### src/rtl/wdog_pkg.sv
package wdog_pkg;

    localparam int unsigned TICK_HZ       = 13_000_000;
    localparam int unsigned MAX_TIMEOUT_S = 60;

    typedef enum logic [1:0] {
        EM_HOLD   = 2'd0,
        EM_LOW    = 2'd1,
        EM_HIGH   = 2'd2,
        EM_TOGGLE = 2'd3
    } em_mode_e;

    typedef enum logic [2:0] {
        RA_IRQ   = 3'd0,
        RA_CTRL  = 3'd1,
        RA_CNT   = 3'd2,
        RA_ACT   = 3'd3,
        RA_MATCH = 3'd4,
        RA_PIN   = 3'd5,
        RA_PLEN  = 3'd6,
        RA_CAUSE = 3'd7
    } reg_idx_e;

    typedef struct packed {
        logic force_ext;
        logic force_int;
        logic ext_rst_en;
        logic int_rst_en;
        logic stop_on_match;
        logic irq_en;
    } act_t;

    function automatic logic em_next(em_mode_e m, logic cur);
        case (m)
            EM_LOW:    return 1'b0;
            EM_HIGH:   return 1'b1;
            EM_TOGGLE: return ~cur;
            default:   return cur;
        endcase
    endfunction

    function automatic logic [63:0] timeout_ticks(int unsigned secs);
        return 64'(secs) * 64'(TICK_HZ);
    endfunction

endpackage

### src/rtl/wdog_counter.sv
module wdog_counter #(
    parameter int CNT_W = 32
) (
    input  logic             clk,
    input  logic             rst,
    input  logic             count_en,
    input  logic             clr_req,
    input  logic             stop_on_match,
    input  logic [CNT_W-1:0] match_val,
    output logic [CNT_W-1:0] cnt,
    output logic             match_hit
);

    assign match_hit = count_en && (cnt == match_val);

    always_ff @(posedge clk) begin
        if (rst)                            cnt <= '0;
        else if (clr_req)                   cnt <= '0;
        else if (match_hit && stop_on_match) cnt <= '0;
        else if (count_en)                  cnt <= cnt + 1'b1;
    end

    // a pending clear request zeroes the counter at the next edge
    a_r4_clear_done: assert property (@(posedge clk) disable iff (rst)
        clr_req |=> (cnt == '0));

    // without stop, a match does not disturb counting
    a_r7_step_past: assert property (@(posedge clk) disable iff (rst)
        (match_hit && !stop_on_match && !clr_req) |=> (cnt == $past(cnt) + 1'b1));

    // stop-on-match leaves the counter at zero
    a_r6_stop_zero: assert property (@(posedge clk) disable iff (rst)
        (match_hit && stop_on_match) |=> (cnt == '0));

endmodule

### src/rtl/wdog_rst_pulse.sv
module wdog_rst_pulse #(
    parameter int PULSE_W     = 16,
    parameter int PULSE_EXTRA = 6
) (
    input  logic               clk,
    input  logic               rst,
    input  logic               tick,
    input  logic               start,
    input  logic               arm_int,
    input  logic               arm_ext,
    input  logic               force_int,
    input  logic               force_ext,
    input  logic [PULSE_W-1:0] len,
    output logic               int_rst,
    output logic               ext_rst
);

    localparam int RW = PULSE_W + 1;

    logic [RW-1:0] remain;
    logic          sel_int, sel_ext;
    logic          active;

    assign active = (remain != '0);

    always_ff @(posedge clk) begin
        if (rst) begin
            remain  <= '0;
            sel_int <= 1'b0;
            sel_ext <= 1'b0;
        end else if (start) begin
            remain  <= RW'(len) + RW'(PULSE_EXTRA);
            sel_int <= arm_int;
            sel_ext <= arm_ext;
        end else if (active && tick) begin
            remain <= remain - 1'b1;
        end
    end

    assign int_rst = (active && sel_int) || force_int;
    assign ext_rst = (active && sel_ext) || force_ext;

    // an armed start raises the selected output at the next edge
    a_r8_start_int: assert property (@(posedge clk) disable iff (rst)
        (start && arm_int) |=> int_rst);
    a_r8_start_ext: assert property (@(posedge clk) disable iff (rst)
        (start && arm_ext) |=> ext_rst);

    // the pulse only shortens on ticks
    a_r8_hold_no_tick: assert property (@(posedge clk) disable iff (rst)
        (active && !tick && !start) |=> $stable(remain));

endmodule

### src/rtl/wdog_match_timer.sv
module wdog_match_timer
    import wdog_pkg::*;
#(
    parameter int CNT_W       = 32,
    parameter int PULSE_W     = 16,
    parameter int PULSE_EXTRA = 6
) (
    input  logic        clk,
    input  logic        rst,
    input  logic        por,
    input  logic        tick,
    input  logic        dbg_halt,
    input  logic        wr_en,
    input  logic        rd_en,
    input  logic [4:0]  addr,
    input  logic [31:0] wdata,
    output logic [31:0] rdata,
    output logic        irq,
    output logic        ext_match,
    output logic        int_rst,
    output logic        ext_rst
);

    logic             any_rst;
    reg_idx_e         idx;
    logic             ctrl_en, ctrl_dbg, clr_req;
    act_t             act;
    logic [CNT_W-1:0] match_val;
    em_mode_e         em_mode;
    logic             em_pin;
    logic [PULSE_W-1:0] plen;
    logic             irq_flag, cause_flag;
    logic             count_en, match_hit, pulse_start;
    logic [CNT_W-1:0] cnt;
    logic             wr_ctrl, wr_pin;

    assign any_rst  = rst || por;
    assign idx      = reg_idx_e'(addr[4:2]);
    assign wr_ctrl  = wr_en && (idx == RA_CTRL);
    assign wr_pin   = wr_en && (idx == RA_PIN);
    assign count_en = ctrl_en && tick && !(ctrl_dbg && dbg_halt) && !clr_req;
    assign pulse_start = match_hit && (act.int_rst_en || act.ext_rst_en);

    wdog_counter #(.CNT_W(CNT_W)) u_cnt (
        .clk           (clk),
        .rst           (any_rst),
        .count_en      (count_en),
        .clr_req       (clr_req),
        .stop_on_match (act.stop_on_match),
        .match_val     (match_val),
        .cnt           (cnt),
        .match_hit     (match_hit)
    );

    wdog_rst_pulse #(.PULSE_W(PULSE_W), .PULSE_EXTRA(PULSE_EXTRA)) u_pulse (
        .clk       (clk),
        .rst       (any_rst),
        .tick      (tick),
        .start     (pulse_start),
        .arm_int   (act.int_rst_en),
        .arm_ext   (act.ext_rst_en),
        .force_int (act.force_int),
        .force_ext (act.force_ext),
        .len       (plen),
        .int_rst   (int_rst),
        .ext_rst   (ext_rst)
    );

    always_ff @(posedge clk) begin
        if (any_rst) begin
            ctrl_en   <= 1'b0;
            ctrl_dbg  <= 1'b0;
            clr_req   <= 1'b0;
            act       <= '0;
            match_val <= '0;
            em_mode   <= EM_HOLD;
            em_pin    <= 1'b0;
            plen      <= '0;
            irq_flag  <= 1'b0;
        end else begin
            clr_req <= 1'b0;
            if (match_hit && act.stop_on_match) ctrl_en <= 1'b0;
            if (match_hit) em_pin <= em_next(em_mode, em_pin);

            if (match_hit)
                irq_flag <= 1'b1;
            else if (wr_en && idx == RA_IRQ && wdata[0])
                irq_flag <= 1'b0;

            if (wr_en) begin
                case (idx)
                    RA_CTRL: begin
                        ctrl_en  <= wdata[0];
                        clr_req  <= wdata[1];
                        ctrl_dbg <= wdata[2];
                    end
                    RA_ACT: act <= {wdata[6:2], wdata[0]};
                    RA_MATCH: match_val <= wdata[CNT_W-1:0];
                    RA_PIN: begin
                        em_mode <= em_mode_e'(wdata[5:4]);
                        em_pin  <= wdata[0];
                    end
                    RA_PLEN: plen <= wdata[PULSE_W-1:0];
                    default: ;
                endcase
            end
        end
    end

    always_ff @(posedge clk) begin
        if (por)              cause_flag <= 1'b0;
        else if (pulse_start) cause_flag <= 1'b1;
    end

    always_comb begin
        rdata = '0;
        if (rd_en) begin
            case (idx)
                RA_IRQ:   rdata[0] = irq_flag;
                RA_CTRL:  rdata[2:0] = {ctrl_dbg, clr_req, ctrl_en};
                RA_CNT:   rdata = 32'(cnt);
                RA_ACT:   rdata[6:0] = {act[5:1], 1'b0, act.irq_en};
                RA_MATCH: rdata = 32'(match_val);
                RA_PIN:   rdata[5:0] = {em_mode, 3'b000, em_pin};
                RA_PLEN:  rdata = 32'(plen);
                RA_CAUSE: rdata[0] = cause_flag;
                default:  rdata = '0;
            endcase
        end
    end

    assign irq       = irq_flag && act.irq_en;
    assign ext_match = em_pin;

    // a match always leaves the interrupt flag set
    a_r5_flag_set: assert property (@(posedge clk) disable iff (any_rst)
        match_hit |=> irq_flag);

    // stop-on-match turns counting off unless software rewrites control
    a_r6_stop_en: assert property (@(posedge clk) disable iff (any_rst)
        (match_hit && act.stop_on_match && !wr_ctrl) |=> !ctrl_en);

    // hold mode keeps the pin on a match
    a_r10_hold_pin: assert property (@(posedge clk) disable iff (any_rst)
        (match_hit && em_mode == EM_HOLD && !wr_pin) |=> $stable(em_pin));

    // the cause flag survives the synchronous reset
    a_r11_cause_kept: assert property (@(posedge clk) disable iff (por)
        (rst && cause_flag) |=> cause_flag);

endmodule

### config.mk
export PLATFORM = sky130hd
export DESIGN_NAME = wdog_match_timer
export DESIGN_NICKNAME = d
export VERILOG_FILES = /design/src/rtl/wdog_pkg.sv /design/src/rtl/wdog_counter.sv /design/src/rtl/wdog_rst_pulse.sv /design/src/rtl/wdog_match_timer.sv
export SDC_FILE = /design/constraint.sdc
export NUM_CORES = 1
export LEC_CHECK = 0
export BUFFER_PORTS_ARGS = -buffer_cell sky130_fd_sc_hd__buf_2
export CAP_MARGIN = 15
export CELL_PAD_IN_SITES_DETAIL_PLACEMENT = 0
export CELL_PAD_IN_SITES_GLOBAL_PLACEMENT = 1
export CORE_MARGIN = 8
export CORE_UTILIZATION = 47
export CTS_CLUSTER_SIZE = 16
export DETAILED_ROUTE_END_ITERATION = 7
export PLACE_DENSITY = 0.87
export RECOVER_POWER = 100
export SLEW_MARGIN = 20
export SYNTH_ARGS = -nofsm -noshare
export SYNTH_HDL_FRONTEND = slang
export SYNTH_SLANG_ARGS = --single-unit
### constraint.sdc
create_clock -name clk -period 7.1 [get_ports clk]
set_clock_uncertainty 0.15 [all_clocks]
set_input_delay 1.42 -clock clk [delete_from_list [all_inputs] [get_ports clk]]
set_output_delay 1.42 -clock clk [all_outputs]
set_load 0.02 [all_outputs]
==> run metrics <==
failing checks=capacitance limit, slew limit; pwr/cell area=310 nW/µm²; clock root cell=clkbuf_16; area of the core=13000 µm²; first-pass GRT wire length=26.6 mm; internal power=1.52 mW; hold_ws=0.323 ns; worst hold path class=register to register; met2 Track Usage GR=0.333; startpoint types=input port; WL per Instance=16.2 µm; total power=2.20 mW; CP arrival=4.32 ns; Clock Tree Buf Depth=2; Filler cells=1280; Syn Area/Cell=8.12 µm²; number of synthesized flops with an enable pin=0; worst slew pin tran=1.70 ns; Reg2Reg Depth=6; worst reg2reg startpoint=u_cnt.cnt[4]; First-pass DRT Iterations=4; reg2reg setup slack=3.55 ns; Critical Path End Type=primary output; Max H-tree Level=4; post-synth top area cell=dfxtp_1; FF+latch count, synth=113; outcome=finished, violations left; clock latency on the worst-skew pair=0.41 ns; Starting Density=0.473; hold path depth=2; met1 usage=0.244; largest cells by area after synthesis=dfxtp_1 (37%), xor2_1 (8.0%), nand2_1 (7.9%), nor2_1 (6.0%), a21oi_1 (4.6%); DR vias/cell=5.43; FMAX=170 MHz; Post-CTS Resized=0; crit path max fanout=24; routability cong.=0.932; Rel. slew slack=-0.131; met3 usage=0.0377; HP Start=cause_flag; Port Buffers=77; Cell Area, Synth=6160 µm²; fin crit share=0.830; initial drt markers=236; number of library cell types mapped by synthesis=57; critical path data required time=5.53 ns; setup bufs post-CTS=0; initial antenna violation count=0; layout cells sized above 1=0.130; Post-DRT Antenna Nets=0; Post-Synthesis Cells=758; Max-Cap Viols=2; DRC viols=0; crit path time final=5.89 ns; fraction of registers with async set/reset=0; Nets=856; CTS Hold Bufs=0; die width=130 µm; Reg power frac=0.320; VDD IR max=0.135 mV; Net Switching=0.679 mW; setup TNS=0 ns; Clock Power Share=0.404; RR Endpoint=u_cnt.cnt[20]; RSZ-0062 raised after global routing=false; via count=5413; endpoints failing setup=0; Final Hold Violating Endpoints=0; Lkg Pwr=2.61 nW; syn nets=806; std cell rows=42; Layout Area Growth over Synthesis=15.6%; Tot GR Track Use=0.198; number of global-route vias before repair=5313; ant diodes=0; top-area cell type share of the netlist area=0.367; Die Footprint=17000 µm²; Slew Viols, Final=65; Die Span Y=130 µm; DP Wirelength=11.6 mm; largest net degree at the start of global routing=81; io pins=80; CTS tree=yes; clk slew on worst S/H paths=0.05 ns; Routed WL=16.2 mm; combinational cell fraction of total power=0.276; sw frac=0.308; post-layout util=0.546; gr ovfl total=0; number of buffers created by CTS=17; worst hold endpoint=cause_flag; Worst Setup Path Type=input port to primary output; Sink Count=113; top_reg_cell synth=dfxtp_1; Seq/Total Area, Yosys=0.367; Synth Warn #=0; GR peak layer=met2
==> through the flow <==
stage	instance area, µm²	setup WS (ns)	std cells
2_1_floorplan	6160	2.62	758
3_3_place_gp	6580	2.08	965
3_5_place_dp	6580	2.08	965
4_1_cts	7200	2.08	997
5_1_grt	7120	0.955	997
6_report	7120	1.21	997
==> cells by family (layout without fill, tap and decap cells) <==
kind of cell,after synthesis,count (layout),synth area share
buffers and inverters,57,120,0.0394
adders and majority gates,4,4,0.00813
muxes,34,34,0.0624
and+or+nand+nor,341,341,0.262
DFF,113,113,0.367
xor gates and xnor gates,89,89,0.128
AOI/OAI and AO/OA,120,120,0.132
==> flip-flops by register name (all words and copies together), names as in the netlist <==
signal           count
match_val           32
u_cnt.cnt           32
u_pulse.remain      17
plen                16
act                  6
em_mode              2
cause_flag           1
clr_req              1
ctrl_dbg             1
ctrl_en              1
ext_match            1
irq_flag             1
u_pulse.sel_ext      1
u_pulse.sel_int      1
==> worst max-delay path, stage by stage <==
cell and delay, ns:
clkbuf_1 1.02, nor2b_1 0.74, buf_4 0.42, a22oi_1 0.15, o21ai_0 0.17, and2_1 0.15, clkbuf_1 0.23
==> layer usage <==
| metal | up-vias | part of all wire |
|---|---|---|
| met2 | 139 | 0.49 |
| li1 | 2701 | - |
| met1 | 2548 | 0.45 |
| met4 | 0 | 0.023 |
| met5 | - | 0 |
| met3 | 25 | 0.041 |
==> placed cells by master, fill, tap and decap left out, types with 7 or more instances in the layout <==
master | synthesis | final
nand2_1 | 130 | 129
dfxtp_1 | 113 | 113
nor2_1 | 98 | 98
a21oi_1 | 56 | 56
xor2_1 | 56 | 56
clkbuf_1 | 35 | 41
buf_2 | 8 | 39
xnor2_1 | 32 | 32
a22oi_1 | 30 | 30
nand3_1 | 22 | 22
mux2i_1 | 17 | 17
nand4_1 | 17 | 17
clkbuf_16 | 0 | 17
mux2_2 | 14 | 14
nor3_1 | 11 | 12
and3_1 | 11 | 11
o21ai_0 | 9 | 9
nor4_1 | 8 | 8
inv_1 | 7 | 7
and2_1 | 8 | 7
a211oi_2 | 11 | 7
==> power by group through the flow <==
stage | registers (mW) | clock network (mW) | logic, mW
floorplan | 0.702 | 0 | 0.429
global placement | 0.714 | 0 | 0.601
detailed placement | 0.718 | 0 | 0.611
CTS | 0.704 | 0.900 | 0.621
global route | 0.709 | 0.937 | 0.679
finish | 0.705 | 0.891 | 0.607
==> cell type report <==
cell class	count	area [µm²]	share of cell area
multi-input cells	588	3620	0.509
clock buffers	21	460	0.0647
flip-flops and latches	113	2260	0.318
repair buffers	81	364	0.0512
clock inverters	11	160	0.0225
inverters	7	26.3	0.00369
well taps	176	220	0.0309
==> worst max path at each step <==
stage	from	end	slack [ns]	cells past startpoint
after floorplan	addr[3]	rdata[12]	2.62	7
after global placement	addr[4]	rdata[3]	2.08	7
after detailed placement	addr[4]	rdata[6]	2.08	7
after CTS	addr[4]	rdata[3]	2.08	7
after global routing	addr[4]	rdata[1]	0.95	7
final	addr[4]	rdata[1]	1.21	7
==> synthesized netlist by cell type, types with 9 or more instances <==
cell type,count
nand3_1,22
o21ai_0,9
a22oi_1,30
a21oi_1,56
a211oi_2,11
mux2i_1,17
xor2_1,56
nand2_1,130
dfxtp_1,113
clkbuf_1,35
and3_1,11
nand4_1,17
mux2_2,14
xnor2_1,32
nor2_1,98
nor3_1,11
Power figures use the tool's default switching activity.
